[config.mk]
export PLATFORM = sky130hd
export DESIGN_NAME = irq_route_ctrl
export DESIGN_NICKNAME = d
export VERILOG_FILES = /design/src/rtl/irq_route_pkg.sv /design/src/rtl/irq_route_entry.sv /design/src/rtl/irq_route_arb.sv /design/src/rtl/irq_route_regs.sv /design/src/rtl/irq_route_ctrl.sv
export SDC_FILE = /design/constraint.sdc
export NUM_CORES = 1
export LEC_CHECK = 0
export ABC_AREA = 1
export BUFFER_PORTS_ARGS = -buffer_cell sky130_fd_sc_hd__buf_4
export CORE_MARGIN = 2
export CORE_UTILIZATION = 39
export CTS_CLUSTER_SIZE = 10
export DETAILED_ROUTE_END_ITERATION = 10
export PLACE_DENSITY = 0.69
export SLEW_MARGIN = 10
export SYNTH_ARGS = -nofsm -noshare
export SYNTH_HDL_FRONTEND = slang
export SYNTH_HIERARCHICAL = 1
export SYNTH_SLANG_ARGS = --single-unit
export TNS_END_PERCENT = 30
[constraint.sdc]
create_clock -name clk_i -period 1.6 [get_ports clk_i]
set_input_delay 0 -clock clk_i [delete_from_list [all_inputs] [get_ports clk_i]]
set_output_delay 0 -clock clk_i [all_outputs]
set_load 0.05 [all_outputs]
[src/rtl/irq_route_pkg.sv]
package irq_route_pkg;
  localparam int VEC_W       = 8;
  localparam int EOI_MIN_VER = 8'h20;

  localparam logic [1:0] ADDR_INDEX  = 2'd0;
  localparam logic [1:0] ADDR_WINDOW = 2'd1;
  localparam logic [1:0] ADDR_EOI    = 2'd2;
  localparam logic [1:0] ADDR_INFO   = 2'd3;

  // packed order doubles as the low-word layout: {level, mask, vec}
  typedef struct packed {
    logic             level;
    logic             mask;
    logic [VEC_W-1:0] vec;
  } entry_cfg_t;

  localparam entry_cfg_t CFG_RESET = '{level: 1'b0, mask: 1'b1, vec: '0};
endpackage

[src/rtl/irq_route_entry.sv]
module irq_route_entry
  import irq_route_pkg::*;
(
  input  logic             clk_i,
  input  logic             rst_ni,
  input  logic             irq_i,
  input  logic             wr_en_i,
  input  entry_cfg_t       wr_cfg_i,
  input  logic             eoi_en_i,
  input  logic [VEC_W-1:0] eoi_vec_i,
  input  logic             grant_i,
  output logic             req_o,
  output entry_cfg_t       cfg_o,
  output logic             rpend_o
);
  entry_cfg_t cfg_q;
  logic irq_q, rpend_q, rpend_d, epend_q, epend_d, rise;

  assign rise = irq_i & ~irq_q;

  always_comb begin
    rpend_d = rpend_q;
    if (eoi_en_i && cfg_q.level && eoi_vec_i == cfg_q.vec) rpend_d = 1'b0;
    if (grant_i && cfg_q.level)                            rpend_d = 1'b1;
    if (wr_en_i && !wr_cfg_i.level)                        rpend_d = 1'b0;
  end

  always_comb begin
    epend_d = epend_q;
    if (grant_i && !cfg_q.level)   epend_d = 1'b0;
    if (rise && !cfg_q.level)      epend_d = 1'b1;
    if (wr_en_i && wr_cfg_i.level) epend_d = 1'b0;
  end

  always_ff @(posedge clk_i or negedge rst_ni) begin
    if (!rst_ni) begin
      cfg_q   <= CFG_RESET;
      irq_q   <= 1'b0;
      rpend_q <= 1'b0;
      epend_q <= 1'b0;
    end else begin
      if (wr_en_i) cfg_q <= wr_cfg_i;
      irq_q   <= irq_i;
      rpend_q <= rpend_d;
      epend_q <= epend_d;
    end
  end

  assign req_o   = !cfg_q.mask && (cfg_q.level ? (irq_i && !rpend_q) : epend_q);
  assign cfg_o   = cfg_q;
  assign rpend_o = rpend_q;


  a_r3_level_grant_sets: assert property (@(posedge clk_i) disable iff (!rst_ni)
    (grant_i && cfg_q.level && !(wr_en_i && !wr_cfg_i.level)) |=> rpend_q);

  a_r4_blocked_while_pending: assert property (@(posedge clk_i) disable iff (!rst_ni)
    (cfg_q.level && rpend_q) |-> !req_o);

  a_r5_set_only_by_grant: assert property (@(posedge clk_i) disable iff (!rst_ni)
    $rose(rpend_q) |-> $past(grant_i));

  a_r6_eoi_releases: assert property (@(posedge clk_i) disable iff (!rst_ni)
    (eoi_en_i && cfg_q.level && eoi_vec_i == cfg_q.vec && !grant_i) |=> !rpend_q);

  a_r8_edge_write_clears: assert property (@(posedge clk_i) disable iff (!rst_ni)
    (wr_en_i && !wr_cfg_i.level) |=> !rpend_q);

  a_r9_masked_quiet: assert property (@(posedge clk_i) disable iff (!rst_ni)
    cfg_q.mask |-> !req_o);
  a_r9_mask_keeps_pending: assert property (@(posedge clk_i) disable iff (!rst_ni)
    (cfg_q.mask && rpend_q && !eoi_en_i && !wr_en_i) |=> rpend_q);

  a_r10_edge_never_pends: assert property (@(posedge clk_i) disable iff (!rst_ni)
    (!cfg_q.level && !rpend_q) |=> !rpend_q);
endmodule

[src/rtl/irq_route_arb.sv]
module irq_route_arb #(
  parameter int N = 8,
  localparam int W = (N > 1) ? $clog2(N) : 1
) (
  input  logic         clk_i,
  input  logic         rst_ni,
  input  logic [N-1:0] req_i,
  output logic [N-1:0] grant_o,
  output logic         any_o,
  output logic [W-1:0] idx_o
);
  always_comb begin
    grant_o = '0;
    idx_o   = '0;
    any_o   = 1'b0;
    for (int i = 0; i < N; i++) begin
      if (req_i[i] && !any_o) begin
        grant_o[i] = 1'b1;
        idx_o      = W'(i);
        any_o      = 1'b1;
      end
    end
  end


  a_r11_single_grant: assert property (@(posedge clk_i) disable iff (!rst_ni)
    $onehot0(grant_o) && ((grant_o & ~req_i) == '0));
  a_r11_lowest_first: assert property (@(posedge clk_i) disable iff (!rst_ni)
    (|grant_o) |-> (((grant_o - N'(1)) & req_i) == '0));
endmodule

[src/rtl/irq_route_regs.sv]
module irq_route_regs
  import irq_route_pkg::*;
#(
  parameter int         NUM_PINS = 8,
  parameter logic [7:0] VERSION  = 8'h20,
  localparam int PIN_W = $clog2(NUM_PINS),
  localparam int IDX_W = PIN_W + 1
) (
  input  logic             clk_i,
  input  logic             rst_ni,
  input  logic [1:0]       addr_i,
  input  logic             we_i,
  input  logic [31:0]      wdata_i,
  output logic [31:0]      rdata_o,
  input  entry_cfg_t       cfg_i   [NUM_PINS],
  input  logic             rpend_i [NUM_PINS],
  output logic [NUM_PINS-1:0] wr_en_o,
  output entry_cfg_t       wr_cfg_o,
  output logic             eoi_en_o,
  output logic [VEC_W-1:0] eoi_vec_o
);
  logic [IDX_W-1:0] idx_q;
  logic [PIN_W-1:0] sel_pin;
  logic             sel_hi, pin_ok, win_wr;
  logic             unused_wdata;

  assign sel_pin = idx_q[IDX_W-1:1];
  assign sel_hi  = idx_q[0];
  assign pin_ok  = int'(sel_pin) < NUM_PINS;
  assign win_wr  = we_i && addr_i == ADDR_WINDOW && !sel_hi && pin_ok;
  assign unused_wdata = ^wdata_i[31:VEC_W+2];

  always_ff @(posedge clk_i or negedge rst_ni) begin
    if (!rst_ni)                           idx_q <= '0;
    else if (we_i && addr_i == ADDR_INDEX) idx_q <= wdata_i[IDX_W-1:0];
  end

  assign wr_cfg_o  = entry_cfg_t'(wdata_i[VEC_W+1:0]);
  assign eoi_vec_o = wdata_i[VEC_W-1:0];

  for (genvar p = 0; p < NUM_PINS; p++) begin : g_wr
    assign wr_en_o[p] = win_wr && sel_pin == PIN_W'(p);
  end

  if (VERSION >= EOI_MIN_VER) begin : g_eoi
    assign eoi_en_o = we_i && addr_i == ADDR_EOI;
  end else begin : g_no_eoi
    assign eoi_en_o = 1'b0;
  end

  always_comb begin
    rdata_o = '0;
    unique case (addr_i)
      ADDR_INDEX:  rdata_o = 32'(idx_q);
      ADDR_WINDOW: if (!sel_hi && pin_ok)
                     rdata_o = 32'({rpend_i[sel_pin], cfg_i[sel_pin]});
      ADDR_INFO:   rdata_o = {8'h00, 8'(NUM_PINS - 1), 8'h00, VERSION};
      default:     rdata_o = '0;
    endcase
  end


  a_r2_one_entry_written: assert property (@(posedge clk_i) disable iff (!rst_ni)
    $onehot0(wr_en_o));

  a_r7_old_version_no_eoi: assert property (@(posedge clk_i) disable iff (!rst_ni)
    (VERSION < EOI_MIN_VER) |-> !eoi_en_o);
endmodule

[src/rtl/irq_route_ctrl.sv]
module irq_route_ctrl
  import irq_route_pkg::*;
#(
  parameter int         NUM_PINS = 8,
  parameter logic [7:0] VERSION  = 8'h20
) (
  input  logic                        clk_i,
  input  logic                        rst_ni,
  input  logic [NUM_PINS-1:0]         irq_i,
  input  logic [1:0]                  reg_addr_i,
  input  logic                        reg_we_i,
  input  logic [31:0]                 reg_wdata_i,
  output logic [31:0]                 reg_rdata_o,
  output logic                        dlv_valid_o,
  input  logic                        dlv_ready_i,
  output logic [7:0]                  dlv_vec_o,
  output logic [$clog2(NUM_PINS)-1:0] dlv_pin_o
);
  localparam int PIN_W = $clog2(NUM_PINS);

  entry_cfg_t          cfg     [NUM_PINS];
  logic                rpend   [NUM_PINS];
  logic [NUM_PINS-1:0] req, grant, wr_en;
  entry_cfg_t          wr_cfg;
  logic                eoi_en, any, hs;
  logic [VEC_W-1:0]    eoi_vec;
  logic [PIN_W-1:0]    win_pin;

  irq_route_regs #(.NUM_PINS(NUM_PINS), .VERSION(VERSION)) u_regs (
    .clk_i, .rst_ni,
    .addr_i(reg_addr_i), .we_i(reg_we_i), .wdata_i(reg_wdata_i), .rdata_o(reg_rdata_o),
    .cfg_i(cfg), .rpend_i(rpend),
    .wr_en_o(wr_en), .wr_cfg_o(wr_cfg), .eoi_en_o(eoi_en), .eoi_vec_o(eoi_vec)
  );

  irq_route_arb #(.N(NUM_PINS)) u_arb (
    .clk_i, .rst_ni, .req_i(req), .grant_o(grant), .any_o(any), .idx_o(win_pin)
  );

  assign hs = any && dlv_ready_i;

  for (genvar p = 0; p < NUM_PINS; p++) begin : g_entry
    irq_route_entry u_entry (
      .clk_i, .rst_ni,
      .irq_i(irq_i[p]), .wr_en_i(wr_en[p]), .wr_cfg_i(wr_cfg),
      .eoi_en_i(eoi_en), .eoi_vec_i(eoi_vec),
      .grant_i(grant[p] && hs),
      .req_o(req[p]), .cfg_o(cfg[p]), .rpend_o(rpend[p])
    );
  end

  assign dlv_valid_o = any;
  assign dlv_pin_o   = win_pin;
  assign dlv_vec_o   = any ? cfg[win_pin].vec : '0;


  a_r11_offer_is_ready_pin: assert property (@(posedge clk_i) disable iff (!rst_ni)
    dlv_valid_o |-> (!cfg[dlv_pin_o].mask && req[dlv_pin_o]));

  a_r1_no_offer_after_reset: assert property (@(posedge clk_i) disable iff (!rst_ni)
    $rose(rst_ni) |-> !dlv_valid_o);
endmodule

# Word level (Yosys, flattened, before mapping)
# Cells that the tools add are included.
# Widths: inputs -> output; s select.
# op_classes
magnitude_cmp	2
n_eq_ne	18
mux	90
n_bitwise	18
reduce_logical	151
# ops
operator	count
$logic_and 1x1->1	100
$pmux 32 s3	1
$mux 1	74
$eq 8x8->1	8
$bmux 10 s3	2
$reduce_bool 3->1	16
$logic_not 1->1	33
$mux 8	3
$mux 10	2
$eq 3x3->1 const B	4
$mux 3	4
$mux 11	1
$and 1x1->1	8
$ge 4x4->1 const B	2
$not 1->1	8
$not 3->4	2
$eq 3x2->1 const B	2
$eq 2x2->1 const B	2
$mux 2	2
$bmux 1 s3	1
$eq 3x1->1 const B	1
$logic_not 3->1	1
$eq 2x1->1 const B	1
$logic_not 2->1	1
# totals
ff_bits	108
in_bits	46
out_inout_bits	44
wordCells	328

# Logic depth before layout (Yosys ltp)
# Gate-level depths: netlist of the first run.
# logic_depth
word_depth	32
mapped_depth	17
ltp_nobuf	15

# Modules after synthesis
# The synthesis of the first run kept the hierarchy.
# modules_own_cells
module	instances	cells_per_inst	area_per_inst_um2
irq_route_entry	8	89	660.6
irq_route_regs	1	292	1485.2
irq_route_ctrl	1	232	983.4
irq_route_arb	1	32	165.2

# Worst setup path before layout of the first run
# No wires, ideal clock.
# synth_path
kind	register to output
from	reg g_entry[1].u_entry.cfg_q, in the netlist g_entry[1].u_entry/cfg_o[9]
to	out dlv_vec_o[7]
arrival_ps	2768
path_slack_ps	-1168
stages_incl_launch_ff	18
path_cell_list	dfrtp_1 nand2_1 nor2_1 a21oi_1 nor2_1 inv_1 or2_1 nand2_1 nor2_1 nand2_1 buf_6 inv_4 buf_6 nand2_1 nand3_1 nand3_1 nand2_1 nor2_1
# synth_via
elab_chain_cells	27
elab_cells_between_ends	34
classes_between	mux (19); bitwise (1); reduce/logical (14)
# synth_lines
element	line_no	text
start, declared	irq_route_entry.sv:16	entry_cfg_t cfg_q;
start signal, assigned	irq_route_entry.sv:42	if (wr_en_i) cfg_q <= wr_cfg_i;
$mux 1 (*)	irq_route_entry.sv:49	assign req_o = !cfg_q.mask && (cfg_q.level ? (irq_i && !rpend_q) : epend_q);
$logic_and 1x1->1 (*)	irq_route_entry.sv:49	
named net req[1]	irq_route_ctrl.sv:23	logic [NUM_PINS-1:0] req, grant, wr_en;
$logic_and 1x1->1 (*)	irq_route_arb.sv:17	if (req_i[i] && !any_o) begin
$mux 1	irq_route_arb.sv:17	
$logic_not 1->1	irq_route_arb.sv:17	
$logic_and 1x1->1	irq_route_arb.sv:17	
$mux 1	irq_route_arb.sv:17	
[12 not listed]	n/a	
$logic_not 1->1	irq_route_arb.sv:17	
$logic_and 1x1->1	irq_route_arb.sv:17	
$mux 3 (*)	irq_route_arb.sv:17	
named net dlv_pin_o[0]	irq_route_ctrl.sv:17	output logic [$clog2(NUM_PINS)-1:0] dlv_pin_o
$not 3->4 (implied by the code) (*)	irq_route_ctrl.sv:54	assign dlv_vec_o = any ? cfg[win_pin].vec : '0;
$bmux 10 s3 (*)	irq_route_ctrl.sv:54	
$mux 8 (implied by the code) (*) (2 in series)	irq_route_ctrl.sv:54	
$mux 8 (*)	irq_route_ctrl.sv:54	
end, declared	irq_route_ctrl.sv:16	output logic [7:0] dlv_vec_o,
# The timed path passes the listed nets; every way through them passes the cells marked *. The select of a mux whose other input is x is not followed.

# Worst setup path in the final report of the first run
# layout_path
from	reg g_entry[4].u_entry.cfg_q, in the netlist g_entry[4].u_entry/cfg_o[9]
to	out dlv_vec_o[2]
# layout_via
elab_chain_cells	18
elab_cells_between_ends	22
classes_between	mux (13); bitwise (1); reduce/logical (8)
# layout_lines
element	line_no
start, declared	irq_route_entry.sv:16
start signal, assigned	irq_route_entry.sv:42
$mux 1 (*)	irq_route_entry.sv:49
$logic_and 1x1->1 (*)	irq_route_entry.sv:49
named net req[4]	irq_route_ctrl.sv:23
$logic_and 1x1->1 (*)	irq_route_arb.sv:17
$mux 1	irq_route_arb.sv:17
$logic_not 1->1	irq_route_arb.sv:17
$logic_and 1x1->1	irq_route_arb.sv:17
$mux 1	irq_route_arb.sv:17
[2 not listed]	n/a
$mux 1	irq_route_arb.sv:17
$logic_not 1->1	irq_route_arb.sv:17
$logic_and 1x1->1	irq_route_arb.sv:17
$mux 3	irq_route_arb.sv:17
$not 3->4 (implied by the code)	irq_route_ctrl.sv:54
$bmux 10 s3	irq_route_ctrl.sv:54
$mux 8 (implied by the code) (2 in series)	irq_route_ctrl.sv:54
$mux 8 (*)	irq_route_ctrl.sv:54
# Marked as above.

==> results of run 1 <==
==> sequential cells by signal (all words and copies together) (netlist names) <==
register / flops
g_entry.u_entry/rpend_o: 8
g_entry.u_entry/cfg_o: 80
g_entry.u_entry/epend_q: 8
g_entry.u_entry/irq_q: 8
u_regs/idx_q: 4
==> routing by layer <==
metal / part of all wire, % / GRT usage [%] / wire length [um]
met5: 0 / 0 / 0
met4: 2.1 / 7.136 / 524
met1: 43 / 32.24 / 11010
met2: 45 / 35.38 / 11510
met3: 9.0 / 4.688 / 2292
==> final timing paths <==
kind                                                  start                          end  cells after the start  slack (ps)
worst max-delay path            g_entry[4].u_entry/cfg_o[9]                 dlv_vec_o[2]                     17       -1010
worst min-delay path                         reg_wdata_i[7]  g_entry[1].u_entry/cfg_o[7]                      3          20
worst max register to register  g_entry[0].u_entry/cfg_o[9]   g_entry[6].u_entry/epend_q                     21        -670
worst min register to register     g_entry[7].u_entry/irq_q   g_entry[7].u_entry/epend_q                      3         490
max in group asynchronous                            rst_ni  g_entry[4].u_entry/cfg_o[8]                      3        1080
min in group asynchronous                            rst_ni  g_entry[0].u_entry/cfg_o[3]                      3         170
==> repair_timing <==
action | in CTS | in global routing
buffers inserted | 24 | 13
pin swaps | 24 | 42
cloned | 2 | 2
setup endpoints to repair | 68 | 103
resized for setup | 98 | 112
hold buffers | 10 | 0
endpoints found under the hold margin | 131 | 0
==> logic make-up after synthesis <==
| family | synth area share [%] |
|---|---|
| AO/OA/AOI/OAI | 7.126 |
| XOR/XNOR | 1.770 |
| flip-flops | 34.25 |
| other | 0.04736 |
| multiplexers | 0.1422 |
| buffers and inverters | 17.24 |
| AND/OR/NAND/NOR | 39.42 |
==> critical path, cell delays in order, from the launching register on <==
cell and delay [ps]:
dfrtp_1 390, nand2_1 60, nor2_1 80, a21oi_1 50, nor2_1 180, inv_1 110, nand3_2 140, nor2_2 70
nor2_2 130, nand2_4 110, buf_6 150, buf_16 140, nand2_1 70, nand3_1 70, nand3_1 70, nand2_1 90
nor2_4 150, buf_6 170
==> area by class of cell <==
type	instances	area (sq um)
inverter	205	808.3
sequential	108	2714
clock inverter	4	56.30
clock buffer	12	256.5
fill	1881	9583
tap	270	337.8
multi-input combinational	891	4410
timing repair buffer	190	1938
==> stage by stage <==
step                      hold slack (ps)  power, mW
after floorplan                    -295.6      14.72
after global placement              24.99      18.60
after detailed placement            24.65      18.81
after CTS                           7.543      23.96
after global routing                23.23      27.81
final                               18.30      26.37
==> power by group <==
group          switching (mW)  internal [mW]  leakage, nW
clock                    1.07           1.31        0.153
combinational            11.2           7.97         4.17
sequential               1.09           3.70         1.20
total                    13.4           13.0         5.53
==> cells in the mapped netlist, drive strengths merged <==
cell	count
a21boi	8
nor3b	1
or2	9
buf	80
nand2	537
mux2	1
nand3	82
nor2	116
clkbuf	1
nand4	13
dfrtp	100
nor3	1
conb	1
inv	205
nand3b	1
xnor2	16
o21ai	59
a21oi	29
dfstp	8
==> results.tsv, run 1 <==
metric	value	unit
grt_pass1_vias	7493	
min_period_over_period	163.1	%
ant_nets	0	
clockBufferDepth	2	
clock_latency	360	ps
crit_path_max_fanout	8	
drtPass1Iterations	7	
netlist.area_leader.share	31.60	%
wl	25330	um
fin_area	0.01052	sq mm
vias	8195	
hold_class	primary input to flop	
cts_tree	done	
critPathKind	flop to primary output	
finalClockSkew	8.583	ps
violations	setup timing	
antenna_found_initial	0	
cp.arrival	2610	ps
hold_viol_final	0	
place_ws	-609.0	ps
setup_ws	-1010	ps
placed_area	0.009086	sq mm
cts_buffers	9	
area_growth	32.86	%
fp.dieH	146.5	um
start_kind	flop	
status	complete, but fails checks	
start_util	39.39	%
grt-ovfl-total	0	
syn_avg_cell_area	6.245	sq um
io_buffers	49	
drive_above_1_share	27.23	%
grt_pass1_wl	38910	um
die_x	146.5	um
ys_ff_latch	108	
clk_pin_slew	70	ps
fmax	383.2	MHz
final_nets	1451	
grt.total_usage	22.87	%
critPathRequiredTime	1600	ps
drtIter0Drc	803	
drc	0	
dp_hpwl	17280	um
setup_violations	44	
yosys_warnings	6	
total_leakage_power	5.528	nW
dp.cells	1622	
cts.htree.levels	3	
detail_route.vias_per_cell	4.878	
syn_inst	1268	
fin_util	52.33	%
post_layout_nonfiller_instances	1680	
p_per_area	2506	mW/mm^2
antenna_cells	0	
end_kind	primary output	
cts_root_buf	clkbuf_16	
finalSetupTns	-21290	ps
cap_violations	0	
num_rows	52	
clock-sinks	108	
drt-wirelength-per-cell	15.08	um
yosysTopAreaCell	dfrtp_1	
min_period	2610	ps
gp_congestion	0.9044	
core_area	0.02010	sq mm
synth-seq-area-share	34.26	%
grt_max_degree	59	
yosys-top-cells-area	dfrtp_1 (32%), nand2_1 (25%), inv_1 (9.1%)	
maxSlewViolCount	0	
num_io_pins	90	
rsz0062_at_grt	yes	
final_common_cell	nand2_1	
ys_types	32	
syn_area	0.007919	sq mm
layout_common_cells	nand2_1 (471), inv_1 (188), buf_4 (113)	
dieArea	0.02146	sq mm
vdd.ir_drop.worst	3673	uV
Note: power is estimated with default switching activity, not from simulation.
==> inputs of run 2 (changes only) <==
CORE_UTILIZATION = 52   (was 39)
MAX_ROUTING_LAYER = met4   (was unset)
PLACE_DENSITY = 0.85   (was 0.69)
==> results.tsv, run 2 (synthesis gave the netlist of run 1 again) <==
metric	value	unit	change
status	complete, but fails checks		
violations	setup timing		
vias	8596		+4.9%
rsz0062_at_grt	yes		
grt_max_degree	60		+1.7%
p_per_area	2421	mW/mm^2	-3.4%
finalSetupTns	-28550	ps	-7259 ps
grt_util_met2	47.53	%	+12 points
clock_latency	370	ps	about the same
num_rows	45		-13%
grt_pass1_vias	7621		+1.7%
io_buffers	49		unchanged
cts_root_buf	clkbuf_16		
num_io_pins	90		unchanged
top_usage_layer	met2		
cts_buffers	9		unchanged
fp.dieH	127.4	um	-13%
drc	0		unchanged
cap_violations	0		unchanged
fillers	1114		-41%
grt_pass1_wl	38560	um	-0.90%
slowest_stage	dfrtp_1		
final_nets	1442		-0.62%
setup_ws	-1240	ps	-230.6 ps
hold_viol_final	0		unchanged
grt.total_usage	30.97	%	+8.1 points
p_sw_share	52.52	%	+1.8 points
detail_route.vias_per_cell	5.410		+11%
crit_chain	nand2_1, nor2_1, a21oi_1, nor2_1, nor2_2, nand2_2, nor2_4, nand4_1, buf_4, nand2_8, inv_12, nand2_1, nand3_1, nand3_1, nand2_1, nor2_4, buf_8		
grtUsageMet1	41.20	%	+9.0 points
wl	26390	um	+4.2%
start_util	52.68	%	+13 points
min_period	2840	ps	+230.6 ps
setup_violations	46		+4.5%
start_kind	flop		
antenna_cells	0		unchanged
maxSlewViolCount	0		unchanged
critPathRequiredTime	1600	ps	about the same
finalClockSkew	13.00	ps	+4.420 ps
cpPeakStageDelay	410	ps	+20 ps
dieArea	0.01623	sq mm	-24%
p_sw	13.17	mW	-1.6%
cts.htree.levels	3		unchanged
clk_pin_slew	80	ps	about the same
p_int	11.90	mW	-8.4%
p_comb_share	71.2	%	-1.6 points
gp_congestion	0.9790		+8.2%
final_common_cell	nand2_1		
place_ws	-625.8	ps	-16.78 ps
layout_common_cells	nand2_1 (471), inv_1 (188), buf_4 (100)		
hold_class	primary input to flop		
area_growth	30.78	%	
p_seq_share	19.4	%	+1.2 points
drive_above_1_share	26.91	%	-0.32 points
grt-ovfl-total	0		unchanged
cts_tree	done		
antenna_found_initial	0		unchanged
drt-wirelength-per-cell	16.61	um	+10%
dp_hpwl	16150	um	-6.6%
min_period_over_period	177.5	%	+14 points
clock-sinks	108		unchanged
clkPwrFrac	9.4	%	+0.4 points
drtPass1Iterations	6		-1
drtIter0Drc	1303		+62%
end_kind	primary output		
globalRouteMet3Util	6.742	%	+2.1 points
fmax	352.1	MHz	-8.1%
clockBufferDepth	2		unchanged
critPathKind	flop to primary output		
crit_path_frequent_cell	nand2_1		
die_x	127.4	um	-13%
crit_path_max_fanout	32		+24
vdd.ir_drop.worst	4932	uV	+34%
ant_nets	0		unchanged
total_leakage_power	5.455	nW	-1.3%
core_area	0.01503	sq mm	-25%
largest_reg_flops	80		unchanged
cp.arrival	2840	ps	+230 ps
==> run 2: cell types whose count changed in the layout (fill, tap and decap cells not counted), sizes merged <==
cell,before,now
buf,178,166
clkbuf,14,13
clkinv,4,3
clkinvlp,1,2
dlygate4sd3,10,13
inv,203,204
==> run 2: area by class of cell <==
type | instances | area (sq um) | area share [%]
Clock inverter | 5 | 62.56 | 0.6041
Clock buffer | 11 | 242.7 | 2.344
Sequential cell | 108 | 2714 | 26.21
Tap cell | 188 | 235.2 | 2.271
Inverter | 205 | 807.0 | 7.793
Timing Repair Buffer | 181 | 1834 | 17.71
Multi-Input combinational cell | 891 | 4461 | 43.07
==> run 2: path summary, 6_finish.rpt <==
| path | cells past startpoint | to | from | slack, ps |
|---|---|---|---|---|
| max reg2reg | 16 | g_entry[7].u_entry/epend_q | g_entry[3].u_entry/cfg_o[9] | -900 |
| min | 3 | g_entry[6].u_entry/cfg_o[6] | reg_wdata_i[6] | 20 |
| max | 17 | dlv_vec_o[2] | g_entry[3].u_entry/cfg_o[9] | -1240 |
| min in group asynchronous | 3 | g_entry[0].u_entry/epend_q | rst_ni | 170 |
| max in group asynchronous | 3 | g_entry[2].u_entry/epend_q | rst_ni | 720 |
| min reg2reg | 3 | g_entry[0].u_entry/epend_q | g_entry[0].u_entry/irq_q | 500 |
==> run 2: what timing repair did <==
action,in CTS,in global routing
pin swaps,8,77
resized for setup,69,158
endpoints found under the setup margin,42,117
hold endpoints to repair,124,0
hold buffers,13,0
buffers inserted,15,21
gates cloned,2,2
==> run 2: worst max-delay path: cells and delay by family (launching register included) <==
| kind | cells | cell delay, ps |
|---|---|---|
| compound gates | 1 | 140 |
| simple gates | 13 | 1460 |
| buf+inv | 3 | 450 |
| flops | 1 | 410 |
==> run 2: metal layers <==
metal / share of wire, % / up-vias / routed length (um)
met2: 46 / 570 / 12080
li1: - / 4000 / -
met3: 10 / 128 / 2734
met4: 4.9 / 0 / 1300
met1: 39 / 3898 / 10280
met5: 0 / - / 0
==> run 2: power by group through the flow <==
| stage | logic (mW) | registers [mW] | clock network, mW |
|---|---|---|---|
| CTS | 15.5 | 4.76 | 2.38 |
| floorplan | 10.2 | 4.48 | 0 |
| global route | 19.0 | 4.98 | 2.47 |
| global placement | 13.5 | 4.75 | 0 |
| finish | 17.9 | 4.86 | 2.35 |
| detailed placement | 13.7 | 4.79 | 0 |
==> run 2: stage by stage <==
| stage | cell area [sq um] | util (%) | hold WS [ps] | total power, mW | std cells |
|---|---|---|---|---|---|
| 4_1_cts | 9686 | 64.43 | 4.603 | 22.65 | 1572 |
| 6_report | 10360 | 68.89 | 15.57 | 25.07 | 1589 |
| 2_1_floorplan | 8079 | - | -295.6 | 14.72 | 1285 |
| 3_5_place_dp | 8866 | 58.98 | -157.9 | 18.51 | 1526 |
| 5_1_grt | 10360 | 68.89 | 27.14 | 26.43 | 1589 |
| 3_3_place_gp | 8866 | 58.98 | -158.1 | 18.24 | 1526 |
==> inputs of run 3 (changes only) <==
PLACE_DENSITY = 0.75   (was 0.85)
==> results.tsv, run 3 (synthesis gave the netlist of run 1 again) <==
metric	value	unit	change
detail_route.vias_per_cell	5.184		-4.2%
wl	24240	um	-8.2%
drtIter0Drc	933		-28%
io_buffers	49		unchanged
dp.cells	1538		+0.79%
clk_pin_slew	80	ps	about the same
cts_tree	done		
cts.htree.levels	3		unchanged
setup_ws	-1053	ps	+187.4 ps
p_per_area	2491	mW/mm^2	+2.9%
min_period_over_period	165.8	%	-12 points
dieArea	0.01623	sq mm	unchanged
min_period	2653	ps	-187.4 ps
area_growth	26.56	%	
violations	setup timing		
maxSlewViolCount	0		unchanged
min_delay_path_depth	3		unchanged
clockBufferDepth	2		unchanged
final_common_cell	nand2_1		
fp.dieH	127.4	um	unchanged
num_io_pins	90		unchanged
fin_hold_ws	8.023	ps	-7.543 ps
num_rows	45		unchanged
grt_pass1_vias	7568		-0.70%
grtUsageMet1	40.94	%	-0.26 points
cts_buffers	9		unchanged
drive_above_1_share	24.05	%	-2.9 points
end_kind	primary output		
drtPass1Iterations	6		unchanged
layout_common_cells	nand2_1 (495), inv_1 (189), buf_4 (115)		
finalClockSkew	8.766	ps	-4.237 ps
grt_max_degree	40		-33%
r2r_cells	16		unchanged
vias	8237		-4.2%
cp.arrival	2650	ps	-190 ps
clock-sinks	108		unchanged
worstMarginPinSlew	607.6	ps	
grt.total_usage	30.85	%	-0.13 points
setup_violations	51		+11%
total_leakage_power	5.394	nW	-1.1%
vdd.ir_drop.worst	4318	uV	-12%
core_area	0.01503	sq mm	unchanged
antenna_found_initial	0		unchanged
hold_viol_final	0		unchanged
gp_congestion	0.9745		-0.46%
place_ws	-600.7	ps	+25.13 ps
globalRouteMet3Util	5.276	%	-1.5 points
drt-wirelength-per-cell	15.25	um	-8.2%
cts_root_buf	clkbuf_16		
start_kind	flop		
start_util	52.68	%	unchanged
rsz0062_at_grt	yes		
grt-ovfl-total	0		unchanged
top_usage_layer	met2		
critPathKind	flop to primary output		
fillers	1272		+14%
final_nets	1442		unchanged
dp_hpwl	16790	um	+4.0%
fmax	376.9	MHz	+7.1%
largest_reg_flops	80		unchanged
ant_nets	0		unchanged
clock_latency	370	ps	about the same
drc	0		unchanged
critPathRequiredTime	1600	ps	about the same
status	complete, but fails checks		
antenna_cells	0		unchanged
hold_class	primary input to flop		
cap_violations	0		unchanged
grt_util_met2	47.56	%	about the same
p_total	24.97	mW	-0.41%
die_x	127.4	um	unchanged
crit_path_max_fanout	8		-75%
maxSlewHeadroom	59.50	%	
grt_pass1_wl	37960	um	-1.6%
post_layout_nonfiller_instances	1589		unchanged
## run 3: final timing paths
| kind | startpoint | end | slack [ps] |
|---|---|---|---|
| worst min register to register | g_entry[6].u_entry/irq_q | g_entry[6].u_entry/epend_q | 490 |
| worst max-delay path | g_entry[1].u_entry/cfg_o[9] | dlv_vec_o[5] | -1050 |
| worst max register to register | g_entry[1].u_entry/cfg_o[9] | g_entry[7].u_entry/epend_q | -660 |
| max in group asynchronous | rst_ni | g_entry[7].u_entry/cfg_o[8] | 720 |
| min in group asynchronous | rst_ni | g_entry[6].u_entry/cfg_o[6] | 190 |
| worst min-delay path | reg_wdata_i[6] | g_entry[5].u_entry/cfg_o[6] | 8 |
## run 3: critical path, stage by stage, from the launching register on
cell and delay [ps]:
dfrtp_1 400, nand2_1 70, nor2_1 80, a21oi_1 60, nor2_2 190, nor2_4 70, buf_4 140, nand3_4 70
nor2_2 50, nor2_2 130, nand2_4 110, buf_12 150, clkbuf_16 150, nand2_1 60, nand3_1 80, nand3_1 110
nand2_2 70, nor2_4 110, buf_6 160
## run 3: per-stage QoR
step	utilization [%]	setup TNS, ps	instance area (sq um)
6_report	66.67	-22840	10020
5_1_grt	66.67	-29900	10020
4_1_cts	64.99	-17030	9771
3_5_place_dp	59.66	-8538	8969
3_3_place_gp	59.66	-7421	8969
2_1_floorplan	-	-14000	8079
## run 3: area by class of cell
cell class              count  area, sq um  share of cell area, %
clock buffers               9        225.2                  2.247
clock inverters             7        81.33                 0.8115
inverters                 205        784.5                  7.828
multi-input cells         891         4232                  42.22
flip-flops and latches    108         2715                  27.09
well taps                 188        235.2                  2.347
repair buffers            181         1749                  17.45
## run 3: timing repair
action,4_1_cts,5_1_grt
pin swaps,18,21
setup buffers,18,8
gates resized for setup,80,56
hold endpoints to repair,53,0
hold buffers,11,0
cloned,0,3
setup endpoints to repair,44,92
## run 3: routing by layer
| layer | vias up | wire [um] |
|---|---|---|
| met5 | - | 0 |
| met4 | 0 | 852 |
| met3 | 75 | 2196 |
| met2 | 405 | 10860 |
| met1 | 3759 | 10330 |
| li1 | 3998 | - |
## run 3: report_power, final
group / switching (mW) / internal, mW
registers: 1.08 / 3.70
clock network: 1.12 / 1.24
logic: 10.6 / 7.26
